<file path="src/rtl/wdg_pkg.sv">
package wdg_pkg;

  // Strobes issued by the control to the counters
  typedef struct packed {
    logic svcClr;     // service: clear watchdog and prescaler upper field
    logic wdAdvance;  // advance the watchdog counter this cycle
  } ctlStr_t;

endpackage

</file>
<file path="src/rtl/wdg_datapath.sv">
module wdg_datapath
  import wdg_pkg::*;
#(
  parameter int PRE_W  = 13,
  parameter int KEEP_W = 5,
  parameter int WD_W   = 6
) (
  input  logic             clk,
  input  logic             rstN,
  input  ctlStr_t          str,
  output logic [PRE_W-1:0] presc,
  output logic             prescWrap,
  output logic             wdAtMax
);

  localparam int CLR_W = PRE_W - KEEP_W;

  logic [PRE_W-1:0] prescSvc;
  logic [WD_W-1:0]  wdCnt;

  // Serviced prescaler value: upper field zero, low field steps on
  generate
    if (KEEP_W > 0) begin : g_keepLow
      logic [KEEP_W-1:0] lowNext;
      assign lowNext  = presc[KEEP_W-1:0] + 1'b1;
      assign prescSvc = {{CLR_W{1'b0}}, lowNext};
    end else begin : g_clearAll
      assign prescSvc = '0;
    end
  endgenerate

  always_ff @(posedge clk or negedge rstN) begin
    if (!rstN)           presc <= '0;
    else if (str.svcClr) presc <= prescSvc;
    else                 presc <= presc + 1'b1;
  end

  always_ff @(posedge clk or negedge rstN) begin
    if (!rstN)              wdCnt <= '0;
    else if (str.svcClr)    wdCnt <= '0;
    else if (str.wdAdvance) wdCnt <= wdCnt + 1'b1;
  end

  assign prescWrap = &presc;
  assign wdAtMax   = &wdCnt;

  // Assertions
  logic pastOk;
  always_ff @(posedge clk or negedge rstN) begin
    if (!rstN) pastOk <= 1'b0;
    else       pastOk <= 1'b1;
  end

  p_presc_step_r2: assert property (@(posedge clk) disable iff (!rstN)
    (pastOk && !$past(str.svcClr)) |-> (presc == $past(presc) + 1'b1));

  p_presc_clear_r4: assert property (@(posedge clk) disable iff (!rstN)
    (pastOk && $past(str.svcClr)) |-> (presc[PRE_W-1:KEEP_W] == '0));

  p_wd_clear_r4: assert property (@(posedge clk) disable iff (!rstN)
    (pastOk && $past(str.svcClr)) |-> (wdCnt == '0));

  p_wd_hold_r8: assert property (@(posedge clk) disable iff (!rstN)
    (pastOk && !$past(str.svcClr) && !$past(str.wdAdvance)) |-> $stable(wdCnt));

endmodule

</file>
<file path="src/rtl/wdg_control.sv">
module wdg_control
  import wdg_pkg::*;
#(
  parameter int              ADDR_W   = 16,
  parameter logic [ADDR_W-1:0] SVC_ADDR = '1
) (
  input  logic              clk,
  input  logic              rstN,
  input  logic              busWrEn,
  input  logic [ADDR_W-1:0] busAddr,
  input  logic [7:0]        busWrData,
  input  logic              hvDetRst,
  input  logic              hvDetIrq,
  input  logic              prescWrap,
  input  logic              wdAtMax,
  output ctlStr_t           str,
  output logic              wdTimeout
);

  logic svcHit;
  logic hvDet;
  logic overflow;
  logic toPulse;
  logic fired;
  logic dataIgnored_unused;

  assign dataIgnored_unused = ^busWrData;

  assign svcHit = busWrEn && (busAddr == SVC_ADDR);
  assign hvDet  = hvDetRst | hvDetIrq;

  always_comb begin
    str.svcClr    = svcHit;
    str.wdAdvance = prescWrap & ~hvDet & ~svcHit;
  end

  assign overflow = str.wdAdvance & wdAtMax;

  always_ff @(posedge clk or negedge rstN) begin
    if (!rstN) begin
      toPulse <= 1'b0;
      fired   <= 1'b0;
    end else begin
      toPulse <= overflow & ~fired;
      fired   <= fired | overflow;
    end
  end

  // Disable acts only through gating, never through a stored bit
  assign wdTimeout = toPulse & ~hvDet;

  // Assertions
  p_single_pulse_r6: assert property (@(posedge clk) disable iff (!rstN)
    toPulse |=> !toPulse);

  p_no_rearm_r6: assert property (@(posedge clk) disable iff (!rstN)
    fired |=> !toPulse);

  p_svc_wins_r7: assert property (@(posedge clk) disable iff (!rstN)
    svcHit |=> !toPulse);

  p_no_adv_disabled_r8: assert property (@(posedge clk) disable iff (!rstN)
    hvDet |=> !toPulse);

endmodule

</file>
<file path="src/rtl/wdg_top.sv">
module wdg_top
  import wdg_pkg::*;
#(
  parameter int                PRE_W    = 13,
  parameter int                KEEP_W   = 5,
  parameter int                WD_W     = 6,
  parameter int                ADDR_W   = 16,
  parameter logic [ADDR_W-1:0] SVC_ADDR = '1
) (
  input  logic              clk,
  input  logic              rstN,
  input  logic              busWrEn,
  input  logic [ADDR_W-1:0] busAddr,
  input  logic [7:0]        busWrData,
  input  logic              hvDetRst,
  input  logic              hvDetIrq,
  output logic [PRE_W-1:0]  prescOut,
  output logic              wdTimeout
);

  ctlStr_t str;
  logic    prescWrap;
  logic    wdAtMax;

  wdg_control #(
    .ADDR_W   (ADDR_W),
    .SVC_ADDR (SVC_ADDR)
  ) u_ctl (
    .clk       (clk),
    .rstN      (rstN),
    .busWrEn   (busWrEn),
    .busAddr   (busAddr),
    .busWrData (busWrData),
    .hvDetRst  (hvDetRst),
    .hvDetIrq  (hvDetIrq),
    .prescWrap (prescWrap),
    .wdAtMax   (wdAtMax),
    .str       (str),
    .wdTimeout (wdTimeout)
  );

  wdg_datapath #(
    .PRE_W  (PRE_W),
    .KEEP_W (KEEP_W),
    .WD_W   (WD_W)
  ) u_dp (
    .clk       (clk),
    .rstN      (rstN),
    .str       (str),
    .presc     (prescOut),
    .prescWrap (prescWrap),
    .wdAtMax   (wdAtMax)
  );

  p_reset_quiet_r1: assert property (@(posedge clk) !rstN |-> (prescOut == '0 && !wdTimeout));

endmodule

</file>
<file path="config.mk">
export PLATFORM = sky130hd
export DESIGN_NAME = wdg_top
export DESIGN_NICKNAME = d
export VERILOG_FILES = /design/src/rtl/wdg_pkg.sv /design/src/rtl/wdg_datapath.sv /design/src/rtl/wdg_control.sv /design/src/rtl/wdg_top.sv
export SDC_FILE = /design/constraint.sdc
export NUM_CORES = 1
export LEC_CHECK = 0
export BUFFER_PORTS_ARGS = -buffer_cell sky130_fd_sc_hd__buf_2
export CORE_MARGIN = 1
export CORE_UTILIZATION = 35
export DETAILED_ROUTE_END_ITERATION = 10
export PLACE_DENSITY_LB_ADDON = 0.1
export SYNTH_ARGS = -nofsm -noshare
export SYNTH_HDL_FRONTEND = slang
export SYNTH_SLANG_ARGS = --single-unit
export TNS_END_PERCENT = 5
</file>
<file path="constraint.sdc">
create_clock -name clk -period 3.65 [get_ports clk]
set_input_delay 0 -clock clk [delete_from_list [all_inputs] [get_ports clk]]
set_output_delay 0 -clock clk [all_outputs]
set_load 0.05 [all_outputs]
</file>
==> results of run 1 <==
## layout by cell type, fill, tap and decap left out, drive strengths merged, types with 3 or more instances in the layout
| master | Yosys | layout |
|---|---|---|
| a21oi | 3 | 3 |
| and3 | 5 | 5 |
| buf | 0 | 34 |
| clkbuf | 2 | 3 |
| dfrtp | 21 | 21 |
| inv | 3 | 3 |
| nand2 | 6 | 6 |
| nand3 | 8 | 8 |
| nand4 | 5 | 5 |
| nor2 | 17 | 17 |
| nor3 | 4 | 4 |
| nor4 | 5 | 5 |
| xnor2 | 12 | 12 |
## critical path: cells and delay by family, from the launching register on
family / cells / cell delay, ns
compound gates: 1 / 0.14
fa+ha+maj: 1 / 0.27
flops: 1 / 0.43
simple gates: 3 / 1.12
## worst max path at each step
stage | slack [ns] | from | end
2_1_floorplan | 1.40 | u_dp.presc[0] | u_dp.wdCnt[4]
6_report | 1.62 | u_dp.presc[0] | u_dp.wdCnt[4]
4_1_cts | 1.60 | u_dp.presc[0] | u_dp.wdCnt[4]
3_3_place_gp | 1.66 | u_dp.presc[0] | u_dp.wdCnt[4]
5_1_grt | 1.48 | u_dp.presc[0] | u_dp.wdCnt[4]
3_5_place_dp | 1.62 | u_dp.presc[0] | u_dp.wdCnt[4]
## area by class of cell
class	instances	area share (%)
clock buffer	3	1.75
multi-input combinational	78	38.8
inverter	3	0.877
tap	31	3.02
clock inverter	1	0.585
sequential	21	40.9
timing repair buffer	35	14.0
## metrics by stage
stage	instances	area, um^2	utilization, %	setup slack, ns	hold WS (ns)
after floorplan	104	1040	-	1.40	-0.296
after global placement	167	1240	44.7	1.66	-0.0143
after detailed placement	167	1240	44.7	1.62	-0.0109
after CTS	172	1280	46.2	1.60	0.123
after global routing	172	1280	46.2	1.48	0.149
final	172	1280	46.2	1.62	0.137
## sequential cells by signal, summed over array words and instances (netlist names)
register	cells
u_ctl.toPulse	1
u_ctl.fired	1
u_dp.wdCnt	6
u_dp.presc	13
## cell families after synthesis
family          after synthesis  share of synthesized area (%)
flops                        21                           50.4
fa+ha+maj                     2                           2.40
compound gates                6                           3.12
xor+xnor                     13                           10.9
simple gates                 57                           31.3
buf+inv                       5                           1.80
## power groups by stage
stage          Sequential, mW  Clock (mW)  Combinational [mW]
5_1_grt                 0.234       0.130              0.0216
6_report                0.234       0.116              0.0187
3_5_place_dp            0.239           0              0.0186
4_1_cts                 0.234       0.124              0.0194
3_3_place_gp            0.239           0              0.0181
2_1_floorplan           0.239           0             0.00229
## layer usage
| layer | share of wire [%] | routed length, um | vias up |
|---|---|---|---|
| li1 | - | - | 439 |
| met1 | 49 | 1010 | 395 |
| met2 | 45 | 916 | 33 |
| met3 | 5.8 | 118 | 0 |
| met4 | 0 | 0 | 0 |
| met5 | 0 | 0 | - |
==> impl_metrics.toml, run 1 <==
[power]
fin_total_pwr_mw = 0.368
p_leak_nw = 0.602
power_frac_seq_pct = 63.5
internal_power_mw = 0.285
switching_share_pct = 22.7
power_density_mw_per_mm2 = 287
ir_drop_uv = 289
p_clk_share_pct = 31.4
p_sw_mw = 0.0837
combPwrFrac_pct = 5.1

[critical_path]
r2r-start = "u_dp.presc[0]"
cp_max_fo = 7
cp.arrival_ns = 2.26
required_ns = 3.89
r2r-end = "u_dp.wdCnt[4]"
rrSetupSlack_ns = 1.62
endpoint_kind = "register"
cpPeakStageDelay_ns = 0.58
slowest_stage = "or4_4"
critPathLaunchType = "register"
rr_worst_depth = 5
crit_chain = "ha_1, nand4_4, or4_4, or3_1, a21oi_1"
worstSetupPathType = "reg2reg"

[timing]
tns_ns = 0
slew_violations = 0
max_freq_mhz = 493
worst_pin_slew_ns = 0.537
max_slew_margin_pct = 64.2
rsz0062_at_grt = "false"
period_needed_ns = 2.03
finalHoldViolCount = 0
fin_crit_sh_pct = 55.5
clock_skew_ns = 0.000597
setup_viol_count_final = 0

[clock_tree]
cts_htree_levels = 1
post_cts_buffers = 0
clk_latency_ns = 0.30
hold_buffers = 1
ctsResizeCount = 0
clk_path_buf_depth = 2
clk_pin_slew_ns = 0.12
cts_inserted_buffers = 3
cts-root-buf = "clkbuf_4"
cts_tree = "built"
cts_sinks = 21

[global_routing]
track_usage_pct = 14.5
busiest_layer = "met2"
grt_pass1_vias = 801
use_met1_pct = 18.6
overflow = 0
grtUsageMet2_pct = 24.7
use_met3_pct = 4.15
grt_pass1_wl_um = 3620
antenna_found_initial = 0
grt_max_degree = 22

[yosys]
yosysSeqAreaShare_pct = 50.4
synth_area_leader_cell = "dfrtp_1"
yosys.cell_count.top_type = "dfrtp_1"
syn_nets = 135
synth-async-reset-ratio_pct = 100
synth_edf_count = 0
synth_warnings = 0
netlist.area_leader.share_pct = 50.4
synth_seq_cells = 21
yosys-top-cells-count = "dfrtp_1, nor2_1, xnor2_1"
synth.distinct_cells = 25
ys_top_cells_by_area = "dfrtp_1, xnor2_1, nor2_1"
synth_area_per_cell_um2 = 10.0
netlist_instances = 104
synth_area_mm2 = 0.00104
synth_flop_cell = "dfrtp_1"

[floorplanning]
core-area_mm2 = 0.00278
start_util_pct = 37.5
die_h_um = 56.6
die_w_um = 56.6
dieArea_mm2 = 0.00320
num_rows = 19
io_pins = 43

[routing]
vias_per_cell = 5.04
drt-initial-drc-count = 26
drtAntennaViolNets = 0
drt_pass1_iterations = 7
wl_per_cell_um = 11.9
drt-total-wl_um = 2040
route.detailed.drc = 0
num_vias = 867

[min_path]
worstHoldEndpoint = "u_dp.wdCnt[1]"
min-delay-start = "hvDetIrq"
hp-class = "in2reg"
hold_depth = 5

[run]
maxCapViolations = 0

[place]
gp_congestion = 0.822
io_buffers = 34
hpwl_um = 1580

[finish]
diodes = 0
drive_above_1_share_pct = 29.8
final.fill_count = 263
seq_area_um2 = 526
area_growth_pct = 23.2
nets = 173
multi_input_area_um2 = 498

[run_status]
status = "complete, no violations"
Note: power is estimated with default switching activity, not from simulation.
==> run 2, diff against run 1 <==
==> constraint.sdc (replaced) <==
create_clock -name clk -period 2.1 [get_ports clk]
set_input_delay 0 -clock clk [delete_from_list [all_inputs] [get_ports clk]]
set_output_delay 0 -clock clk [all_outputs]
set_load 0.05 [all_outputs]
==> impl_metrics.toml, run 2 (same netlist as run 1, synthesis figures left out) <==
[clock_tree]
cts_sinks = 21
cts_inserted_buffers = 3
clk_latency_ns = 0.31
post_cts_buffers = 0
clk_path_buf_depth = 2
cts_tree = "built"
cts_htree_levels = 1
cts-root-buf = "clkbuf_4"
clk_pin_slew_ns = 0.12

[floorplanning]
io_pins = 43
start_util_pct = 37.5
die_w_um = 56.6
core-area_mm2 = 0.00278
die_h_um = 56.6
dieArea_mm2 = 0.00320
num_rows = 19

[finish]
reg_top3 = "u_dp.presc (13), u_dp.wdCnt (6)"
nets = 174
layout_common_cells = "buf_2, dfrtp_1, nor2_1"
final_common_cell = "buf_2"
area_growth_pct = 23.9
drive_above_1_share_pct = 31.7
largest_reg_flops = 13
final_cells = 173
largest_register = "u_dp.presc"
diodes = 0

[routing]
route.detailed.drc = 0
drt_pass1_iterations = 4
drt-total-wl_um = 2030
drt-initial-drc-count = 11
vias_per_cell = 5.08
drtAntennaViolNets = 0
num_vias = 878
wl_per_cell_um = 11.7

[run_status]
status = "complete, no violations"

[power]
switching_share_pct = 22.8
power_density_mw_per_mm2 = 495
p_sw_mw = 0.146
fin_total_pwr_mw = 0.639
combPwrFrac_pct = 5.1
p_clk_share_pct = 31.2
power_frac_seq_pct = 63.7
ir_drop_uv = 395
p_leak_nw = 0.608
internal_power_mw = 0.493

[min_path]
min-delay-start = "hvDetRst"
hp-class = "in2reg"

[global_routing]
grt_pass1_vias = 773
overflow = 0
antenna_found_initial = 0
grt_max_degree = 22
grt_pass1_wl_um = 3480
track_usage_pct = 14.1

[critical_path]
cp_max_fo = 5
rrSetupSlack_ns = 0.11
cpPeakStageDelay_ns = 0.57
critPathLaunchType = "register"
r2r-start = "u_dp.presc[0]"
worstSetupPathType = "reg2reg"
slowest_stage = "or4_4"
crit_buf_inv = 0
cp.arrival_ns = 2.23
crit_chain = "ha_1, nand4_4, or4_4, or3_1, a21oi_1"
required_ns = 2.34
critPathLaunch = "u_dp.presc[0]"
crit_family = "simple AND/OR/NAND/NOR gates"
endpoint_kind = "register"

[place]
hpwl_um = 1540
io_buffers = 34
placed_cells = 168
gp_congestion = 0.771

[timing]
setup_viol_count_final = 0
slew_violations = 0
clock_skew_ns = 0.00273
finalHoldViolCount = 0
tns_ns = 0
fin_crit_sh_pct = 94.5
rsz0062_at_grt = "false"
period_needed_ns = 1.99
worst_pin_slew_ns = 0.541
max_freq_mhz = 504
max_slew_margin_pct = 63.6

[run]
maxCapViolations = 0
run 2: cell types whose count changed in the layout (fill, tap and decap cells not counted), sizes merged:
| cell | before | now |
|---|---|---|
| clkinvlp | 1 | 0 |
| buf | 34 | 35 |
| clkinv | 0 | 1 |
run 2: routing by layer:
metal,routed length (um),GRT usage (%)
met4,31,5.23
met3,113,4.15
met5,0,0
met1,991,18.4
met2,890,22.2
run 2: what timing repair did:
item                                   CTS  global route
endpoints found under the hold margin   21             0
resized for setup                        0             0
hold buffers                             1             0
run 2: per-stage QoR:
stage | hold slack [ns] | area, um^2 | setup WS [ns] | util (%)
finish | 0.129 | 1290 | 0.115 | 46.4
global route | 0.125 | 1290 | 0.0267 | 46.4
CTS | 0.116 | 1290 | 0.112 | 46.4
detailed placement | 0.00171 | 1250 | 0.142 | 45.1
global placement | -0.0115 | 1250 | 0.171 | 45.1
floorplan | -0.296 | 1040 | 0.0121 | -
run 2: worst paths after layout:
path                                        to  depth (start not counted)
worst min register to register   u_ctl.toPulse                          1
max in group asynchronous        u_dp.presc[0]                          2
worst max-delay path             u_dp.wdCnt[4]                          5
worst max register to register   u_dp.wdCnt[4]                          5
worst min-delay path             u_dp.wdCnt[2]                          5
min in group asynchronous       u_dp.presc[10]                          2
run 2: power groups by stage:
stage,logic [mW],clock network (mW),registers (mW)
after floorplan,0.00398,0,0.416
after global routing,0.0372,0.226,0.407
after global placement,0.0314,0,0.414
after CTS,0.0340,0.212,0.407
after detailed placement,0.0326,0,0.415
final,0.0326,0.200,0.407
run 2: area by class of cell:
type	instances	area (um^2)
fill	272	1490
sequential	21	528
multi-input combinational	78	498
timing repair buffer	36	188
tap	31	38.8
clock buffer	3	22.5
inverter	3	11.3
clock inverter	1	5.00
run 2: tightest hold or removal path, stage by stage:
cell	delay (ns)
buf_2	0.10
or4bb_1	0.10
nor4_1	0.05
xnor2_1	0.14
nor2_1	0.04
